$ cat src/rtl/coast_pkg.sv
package coast_pkg;
  typedef enum logic [1:0] {
    WIN_IDLE = 2'd0,
    WIN_PRE  = 2'd1,
    WIN_VS   = 2'd2,
    WIN_POST = 2'd3
  } win_state_e;
endpackage

$ cat src/rtl/coast_line_meter.sv
module coast_line_meter #(
  parameter int LINE_W = 12
) (
  input  logic              clk,
  input  logic              rst_n,
  input  logic              hs_strobe,
  input  logic              vs_rise,
  output logic [LINE_W-1:0] line_cnt_o,
  output logic [LINE_W-1:0] total_o,
  output logic              valid_o
);
  localparam logic [LINE_W-1:0] CNT_MAX = '1;

  logic [LINE_W-1:0] cnt_q, cnt_d, tot_q, tot_d;
  logic              seen_q, seen_d, valid_q, valid_d;
  logic              cnt_en;

  assign cnt_en = vs_rise | hs_strobe;

  always_comb begin
    cnt_d   = cnt_q;
    tot_d   = tot_q;
    seen_d  = seen_q;
    valid_d = valid_q;
    if (vs_rise) begin
      tot_d   = cnt_q;
      cnt_d   = hs_strobe ? LINE_W'(1) : '0;
      seen_d  = 1'b1;
      valid_d = seen_q | valid_q;
    end else if (hs_strobe && cnt_q != CNT_MAX) begin
      cnt_d = cnt_q + LINE_W'(1);
    end
  end

  always_ff @(posedge clk or negedge rst_n) begin
    if (!rst_n) begin
      cnt_q   <= '0;
      tot_q   <= '0;
      seen_q  <= 1'b0;
      valid_q <= 1'b0;
    end else if (cnt_en) begin
      cnt_q   <= cnt_d;
      tot_q   <= tot_d;
      seen_q  <= seen_d;
      valid_q <= valid_d;
    end
  end

  assign line_cnt_o = cnt_q;
  assign total_o    = tot_q;
  assign valid_o    = valid_q;

  AST_VALID_ON_EDGE: assert property (@(posedge clk) disable iff (!rst_n)
    $rose(valid_q) |-> $past(vs_rise));
endmodule

$ cat src/rtl/coast_window_fsm.sv
module coast_window_fsm
  import coast_pkg::*;
#(
  parameter int LINE_W = 12,
  parameter int CNT_W  = 8
) (
  input  logic              clk,
  input  logic              rst_n,
  input  logic              hs_strobe,
  input  logic              vs_rise,
  input  logic              vs_fall,
  input  logic              vs_level,
  input  logic [LINE_W-1:0] line_cnt,
  input  logic [LINE_W-1:0] total,
  input  logic              total_valid,
  input  logic [CNT_W-1:0]  cfg_pre,
  input  logic [CNT_W-1:0]  cfg_post,
  output logic              win_o
);
  localparam int SUM_W = ((LINE_W > CNT_W) ? LINE_W : CNT_W) + 1;
  localparam logic [CNT_W-1:0] ONE = CNT_W'(1);

  win_state_e       state_q, state_d;
  logic [CNT_W-1:0] post_q, post_d;
  logic [SUM_W-1:0] reach;
  logic             pre_hit;

  assign reach   = SUM_W'(line_cnt) + SUM_W'(cfg_pre);
  assign pre_hit = total_valid && (cfg_pre != '0) && (reach >= SUM_W'(total));

  always_comb begin
    state_d = state_q;
    post_d  = post_q;
    unique case (state_q)
      WIN_IDLE: begin
        if (vs_rise)      state_d = WIN_VS;
        else if (pre_hit) state_d = WIN_PRE;
      end
      WIN_PRE: begin
        if (vs_rise) state_d = WIN_VS;
      end
      WIN_VS: begin
        if (vs_fall) begin
          post_d  = cfg_post;
          state_d = (cfg_post == '0) ? WIN_IDLE : WIN_POST;
        end
      end
      WIN_POST: begin
        if (vs_rise) begin
          state_d = WIN_VS;
        end else if (hs_strobe) begin
          post_d = post_q - ONE;
          if (post_q == ONE) state_d = WIN_IDLE;
        end
      end
      default: state_d = WIN_IDLE;
    endcase
  end

  always_ff @(posedge clk or negedge rst_n) begin
    if (!rst_n) begin
      state_q <= WIN_IDLE;
      post_q  <= '0;
    end else begin
      state_q <= state_d;
      post_q  <= post_d;
    end
  end

  assign win_o = (state_q != WIN_IDLE);

  AST_POST_LEFT: assert property (@(posedge clk) disable iff (!rst_n)
    (state_q == WIN_POST) |-> (post_q != '0));
  AST_VS_COVERED: assert property (@(posedge clk) disable iff (!rst_n)
    vs_level |-> (state_q == WIN_VS));
  AST_NO_EARLY_PRE: assert property (@(posedge clk) disable iff (!rst_n)
    !total_valid |-> (state_q != WIN_PRE));
  AST_PRE_ZERO: assert property (@(posedge clk) disable iff (!rst_n)
    (state_q == WIN_IDLE && cfg_pre == '0) |=> (state_q != WIN_PRE));
endmodule

$ cat src/rtl/coast_ext_polarity.sv
module coast_ext_polarity #(
  parameter int RUN_W = 16
) (
  input  logic clk,
  input  logic rst_n,
  input  logic ext_pin,
  input  logic cfg_pol_force,
  input  logic cfg_pol_level,
  output logic ext_norm_o
);
  localparam logic [RUN_W-1:0] RUN_MAX = '1;
  localparam logic [RUN_W-1:0] RUN_ONE = RUN_W'(1);

  logic             ext_q;
  logic [RUN_W-1:0] run_q, run_d, hi_q, hi_d, lo_q, lo_d;
  logic             hi_v_q, hi_v_d, lo_v_q, lo_v_d;
  logic             chg, run_en, auto_pos, pol;

  assign chg    = ext_pin ^ ext_q;
  assign run_en = chg | (run_q != RUN_MAX);

  always_comb begin
    run_d  = run_q;
    hi_d   = hi_q;
    lo_d   = lo_q;
    hi_v_d = hi_v_q;
    lo_v_d = lo_v_q;
    if (chg) begin
      run_d = RUN_ONE;
      if (ext_q) begin
        hi_d   = run_q;
        hi_v_d = 1'b1;
      end else begin
        lo_d   = run_q;
        lo_v_d = 1'b1;
      end
    end else if (run_q != RUN_MAX) begin
      run_d = run_q + RUN_ONE;
    end
  end

  always_ff @(posedge clk or negedge rst_n) begin
    if (!rst_n) begin
      ext_q <= 1'b0;
    end else begin
      ext_q <= ext_pin;
    end
  end

  always_ff @(posedge clk or negedge rst_n) begin
    if (!rst_n) begin
      run_q <= RUN_ONE;
    end else if (run_en) begin
      run_q <= run_d;
    end
  end

  always_ff @(posedge clk or negedge rst_n) begin
    if (!rst_n) begin
      hi_q   <= '0;
      lo_q   <= '0;
      hi_v_q <= 1'b0;
      lo_v_q <= 1'b0;
    end else if (chg) begin
      hi_q   <= hi_d;
      lo_q   <= lo_d;
      hi_v_q <= hi_v_d;
      lo_v_q <= lo_v_d;
    end
  end

  assign auto_pos   = !(hi_v_q && lo_v_q) || (hi_q <= lo_q);
  assign pol        = cfg_pol_force ? cfg_pol_level : auto_pos;
  assign ext_norm_o = pol ? ext_pin : ~ext_pin;

  AST_HI_LEN_SET: assert property (@(posedge clk) disable iff (!rst_n)
    hi_v_q |-> (hi_q != '0));
  AST_LO_LEN_SET: assert property (@(posedge clk) disable iff (!rst_n)
    lo_v_q |-> (lo_q != '0));
endmodule

$ cat src/rtl/coast_window_gen.sv
module coast_window_gen #(
  parameter int LINE_W = 12,
  parameter int CNT_W  = 8,
  parameter int RUN_W  = 16
) (
  input  logic             clk,
  input  logic             rst_n,
  input  logic             hs_strobe,
  input  logic             vs_in,
  input  logic             ext_coast,
  input  logic             cfg_src_ext,
  input  logic             cfg_pol_force,
  input  logic             cfg_pol_level,
  input  logic [CNT_W-1:0] cfg_pre,
  input  logic [CNT_W-1:0] cfg_post,
  output logic             coast_o
);
  logic              rst_meta_q, rst_s_n;
  logic              vs_q, vs_rise, vs_fall;
  logic [LINE_W-1:0] line_cnt, total;
  logic              total_valid, win, ext_norm, coast_d, coast_q;

  always_ff @(posedge clk or negedge rst_n) begin
    if (!rst_n) begin
      rst_meta_q <= 1'b0;
      rst_s_n    <= 1'b0;
    end else begin
      rst_meta_q <= 1'b1;
      rst_s_n    <= rst_meta_q;
    end
  end

  always_ff @(posedge clk or negedge rst_s_n) begin
    if (!rst_s_n) vs_q <= 1'b0;
    else          vs_q <= vs_in;
  end

  assign vs_rise = vs_in & ~vs_q;
  assign vs_fall = ~vs_in & vs_q;

  coast_line_meter #(.LINE_W(LINE_W)) meter_i (
    .clk        (clk),
    .rst_n      (rst_s_n),
    .hs_strobe  (hs_strobe),
    .vs_rise    (vs_rise),
    .line_cnt_o (line_cnt),
    .total_o    (total),
    .valid_o    (total_valid)
  );

  coast_window_fsm #(.LINE_W(LINE_W), .CNT_W(CNT_W)) fsm_i (
    .clk         (clk),
    .rst_n       (rst_s_n),
    .hs_strobe   (hs_strobe),
    .vs_rise     (vs_rise),
    .vs_fall     (vs_fall),
    .vs_level    (vs_q),
    .line_cnt    (line_cnt),
    .total       (total),
    .total_valid (total_valid),
    .cfg_pre     (cfg_pre),
    .cfg_post    (cfg_post),
    .win_o       (win)
  );

  coast_ext_polarity #(.RUN_W(RUN_W)) pol_i (
    .clk           (clk),
    .rst_n         (rst_s_n),
    .ext_pin       (ext_coast),
    .cfg_pol_force (cfg_pol_force),
    .cfg_pol_level (cfg_pol_level),
    .ext_norm_o    (ext_norm)
  );

  assign coast_d = cfg_src_ext ? ext_norm : win;

  always_ff @(posedge clk or negedge rst_s_n) begin
    if (!rst_s_n) coast_q <= 1'b0;
    else          coast_q <= coast_d;
  end

  assign coast_o = coast_q;

  AST_INT_VS_COAST: assert property (@(posedge clk) disable iff (!rst_s_n)
    (!cfg_src_ext && $past(!cfg_src_ext) && $past(vs_q)) |-> coast_q);
  AST_FORCED_PASS: assert property (@(posedge clk) disable iff (!rst_s_n)
    (cfg_src_ext && cfg_pol_force && cfg_pol_level) |=> (coast_q == $past(ext_coast)));
endmodule

$ cat config.mk
export PLATFORM = sky130hd
export DESIGN_NAME = coast_window_gen
export DESIGN_NICKNAME = d
export VERILOG_FILES = /design/src/rtl/coast_pkg.sv /design/src/rtl/coast_line_meter.sv /design/src/rtl/coast_window_fsm.sv /design/src/rtl/coast_ext_polarity.sv /design/src/rtl/coast_window_gen.sv
export SDC_FILE = /design/constraint.sdc
export NUM_CORES = 1
export LEC_CHECK = 0
export ABC_AREA = 0
export BUFFER_PORTS_ARGS = -buffer_cell sky130_fd_sc_hd__buf_2
export CELL_PAD_IN_SITES_DETAIL_PLACEMENT = 1
export CELL_PAD_IN_SITES_GLOBAL_PLACEMENT = 2
export CORE_UTILIZATION = 40
export CTS_BUF_LIST = sky130_fd_sc_hd__clkbuf_16
export DETAILED_ROUTE_END_ITERATION = 10
export PLACE_DENSITY = 0.88
export SYNTH_ARGS = -nofsm -noshare
export SYNTH_HDL_FRONTEND = slang
export SYNTH_HIERARCHICAL = 1
export SYNTH_SLANG_ARGS = --single-unit
$ cat constraint.sdc
create_clock -name clk -period 3.34 [get_ports clk]
set_clock_uncertainty 0.05 [all_clocks]
set_input_delay 0.167 -clock clk [delete_from_list [all_inputs] [get_ports clk]]
set_output_delay 0.167 -clock clk [all_outputs]
set_load 0.01 [all_outputs]
==> results.txt <==
Status - complete, no violations
CP top delay family - adder cells
Vias - 4,013
Post-DP HPWL - 9080 um
Yosys cell types - 72
Final Max Tran Viols - 0
VDD IR-drop max - 0.198 mV
Top cells by area, synth - dfrtp_1 (42%), ha_1 (9.9%), mux2_2 (5.9%), o21ai_0 (3.5%), nand2_1 (3.0%)
Remaining antenna violation count - 0
Post-Synthesis Cell Area - 0.00531 mm2
Largest area contributor in the netlist - dfrtp_1
RSZ-0062 raised after global routing - false
CP required - 3.50 ns
Async SR Flop Fraction - 1.00
DRC - 0
Top cell type's share of synthesized area - 0.425
Ports - 25
Ys Warns - 6
Setup violation total in the final timing report - 0
Detailed Route Iter0 Violations - 217
Hold Violations, Final - 0
Post-Syn Area per Cell - 9.97 um2
Critical path buffers and inverters - 1
Worst EP arrival - 3.22 ns
Critical-path cell list - ha_1 -> inv_1 -> fa_1 -> nor2b_1 -> o2111ai_1 -> nand3_1 -> nand4_1 -> xnor2_1 -> ha_1 -> a211oi_1 -> o41ai_1 -> o221ai_1 -> a32oi_1
Synth Flop Type - dfrtp_1
Number of instances in the placed design - 718
Cell mode on critical path - ha_1
Nets - 627
Fraction of layout cells with a size suffix above 1 - 0.168
Mapped Nets - 599
Max_cap viols - 0
Worst-margin pin slew - 0.914 ns
Initial antenna violation count - 0
Core ar. - 0.0128 mm2
Leak Pwr - 0.00271 uW
H-tree lvl count - 3
CTS clk-pin slew, worst paths - 0.06 ns
Routed WL - 12,400 um
Syn Inst Count - 532
Final core occ - 0.464
Sequential area share after synthesis - 0.429
Die ar. - 0.0137 mm2
Drt first pass iters - 4
Clk buf depth - 2
Port Buffers - 24
Clock root cell - clkbuf_16
Area grow syn2layout - 11.8%
Critical path startpoint category - register
Rel. slew slack - 0.391
Finished Layout Cells - 737
Clock latency on the worst-skew pair - 0.34 ns
Post-synth EDFFs - 0
CP endpoint kind - register
CTS Sinks - 91
Pin count of the biggest net entering global routing - 64
Clock tree from TritonCTS - done
Overflow after GRT - 0
Critical Path Max Stage Delay - 0.44 ns
Die Y - 117 um
CP max-delay cell - dfrtp_1
Die width - 117 um
Setup TNS - 0 ns
Final GP Congestion - 0.867
Vias in the first global route - 4,223
Antenna diodes - 0
Post-synthesis register bit count - 91
Min cycle time layout - 3.05 ns
Fin worst setup slack - 0.287 ns
Place WS - 0.301 ns
Setup CP Type - register to register
Initial Util - 0.415
Pwr per Cell Area - 496 mW/mm2
Tot GR Track Use - 0.199
Final period util - 0.914
Via density per instance - 5.45
HP Class - input port to register
Total Power - 2940 uW
Fmax - 0.328 GHz
Inserted Clock Buffers - 9
Top fanout value on the critical path - 7
Num rows - 41
WL/cell - 16.9 um
First-pass GRT wire length - 20,700 um
## layer usage
| layer | vias up | wire length [um] | GRT usage |
|---|---|---|---|
| li1 | 1960 | - | - |
| met1 | 2002 | 5690 | 0.250 |
| met2 | 33 | 6320 | 0.343 |
| met3 | 18 | 189 | 0.0263 |
| met4 | 0 | 244 | 0.0835 |
| met5 | - | 0 | 0 |
## where the power goes
part	internal, uW	total [uW]	leakage, uW	switching [uW]
Combinational	263	588	0.00137	325
Clock	579	1020	0.000149	439
Sequential	1200	1330	0.00119	129
## cell usage in the layout (no fill, tap or decap), drive strengths merged, types with 9 or more instances in the layout
cell and instances:
dfrtp 90, clkbuf 9, inv 43, nor2b 10
nand2 43, nor3 19, mux2 31, nor2 28
nand4 13, xnor2 13, o21ai 42, ha 42
and3 9, buf 28, and2 9, nand3 10
a21oi 22
## cell type report
cell class | count | area, um2
flip-flops and latches | 91 | 2280
clock buffers | 9 | 225
multi-input cells | 386 | 2810
inverters | 41 | 154
well taps | 172 | 215
clock inverters | 7 | 68.8
fillers | 1429 | 6840
repair buffers | 31 | 180
## cells by family (layout without fill, tap and decap cells)
family	after synthesis	in the layout	share of synthesized area
XOR/XNOR	17	17	0.0281
flip-flops	91	91	0.429
buffers and inverters	55	88	0.0417
AND/OR/NAND/NOR	176	176	0.186
AO/OA/AOI/OAI	117	117	0.142
other	1	1	0.000707
multiplexers	32	32	0.0684
adder cells (fa/ha/maj)	43	43	0.103
## per-stage QoR
| stage | hold slack [ns] | instance area, um2 |
|---|---|---|
| final | 0.0299 | 5930 |
| after global routing | 0.0227 | 5930 |
| after CTS | 0.0213 | 5930 |
| after detailed placement | -0.0955 | 5610 |
| after global placement | -0.0983 | 5610 |
| after floorplan | -0.179 | 5310 |
## cells in the mapped netlist (3+ instances only)
cell type,number
o21ai_1,4
or2_2,4
nand2b_1,6
nor3b_1,3
inv_1,41
xor2_1,4
buf_2,3
nand3_1,10
a21o_1,4
clkbuf_1,6
and3_1,9
o211ai_1,5
and2_1,9
mux2_2,28
nor4_1,6
or4_1,3
dfrtp_1,90
nand4_1,10
xnor2_1,13
o21ai_0,37
and4_1,4
a31oi_1,6
nor3_1,16
a211oi_1,6
a32oi_1,3
nor2b_1,10
nand2_1,42
a21oi_1,22
a21boi_0,3
o21a_1,6
nor2_1,26
ha_1,42
## final timing paths
check,cells after the start,slack [ns],end,from
setup / recovery,13,0.29,fsm_i/state_q[0],meter_i/line_cnt_o[0]
min in group asynchronous,2,0.09,rst_s_n,rst_n
max in group asynchronous,1,2.02,pol_i/run_q[0],rst_s_n
hold reg to reg,0,0.31,rst_s_n,rst_meta_q
setup reg to reg,13,0.29,fsm_i/state_q[0],meter_i/line_cnt_o[0]
hold / removal,3,0.03,fsm_i/post_q[0],cfg_post[0]
## state kept, by name, summed over array words and instances (netlist names), 2 cells and up
signal / flops
meter_i/line_cnt_o: 12
pol_i/hi_q: 16
fsm_i/state_q: 2
pol_i/lo_q: 16
meter_i/total_o: 12
pol_i/run_q: 16
fsm_i/post_q: 8
## repair_timing
item,4_1_cts,5_1_grt
buffers inserted,0,0
setup endpoints to repair,0,0
endpoints found under the hold margin,4,0
hold buffers,3,0
resized for setup,0,0
## tightest hold or removal path: stages
cell	delay [ns]
buf_2	0.11
nand2_1	0.05
o21ai_0	0.06
Power figures use the tool's default switching activity.
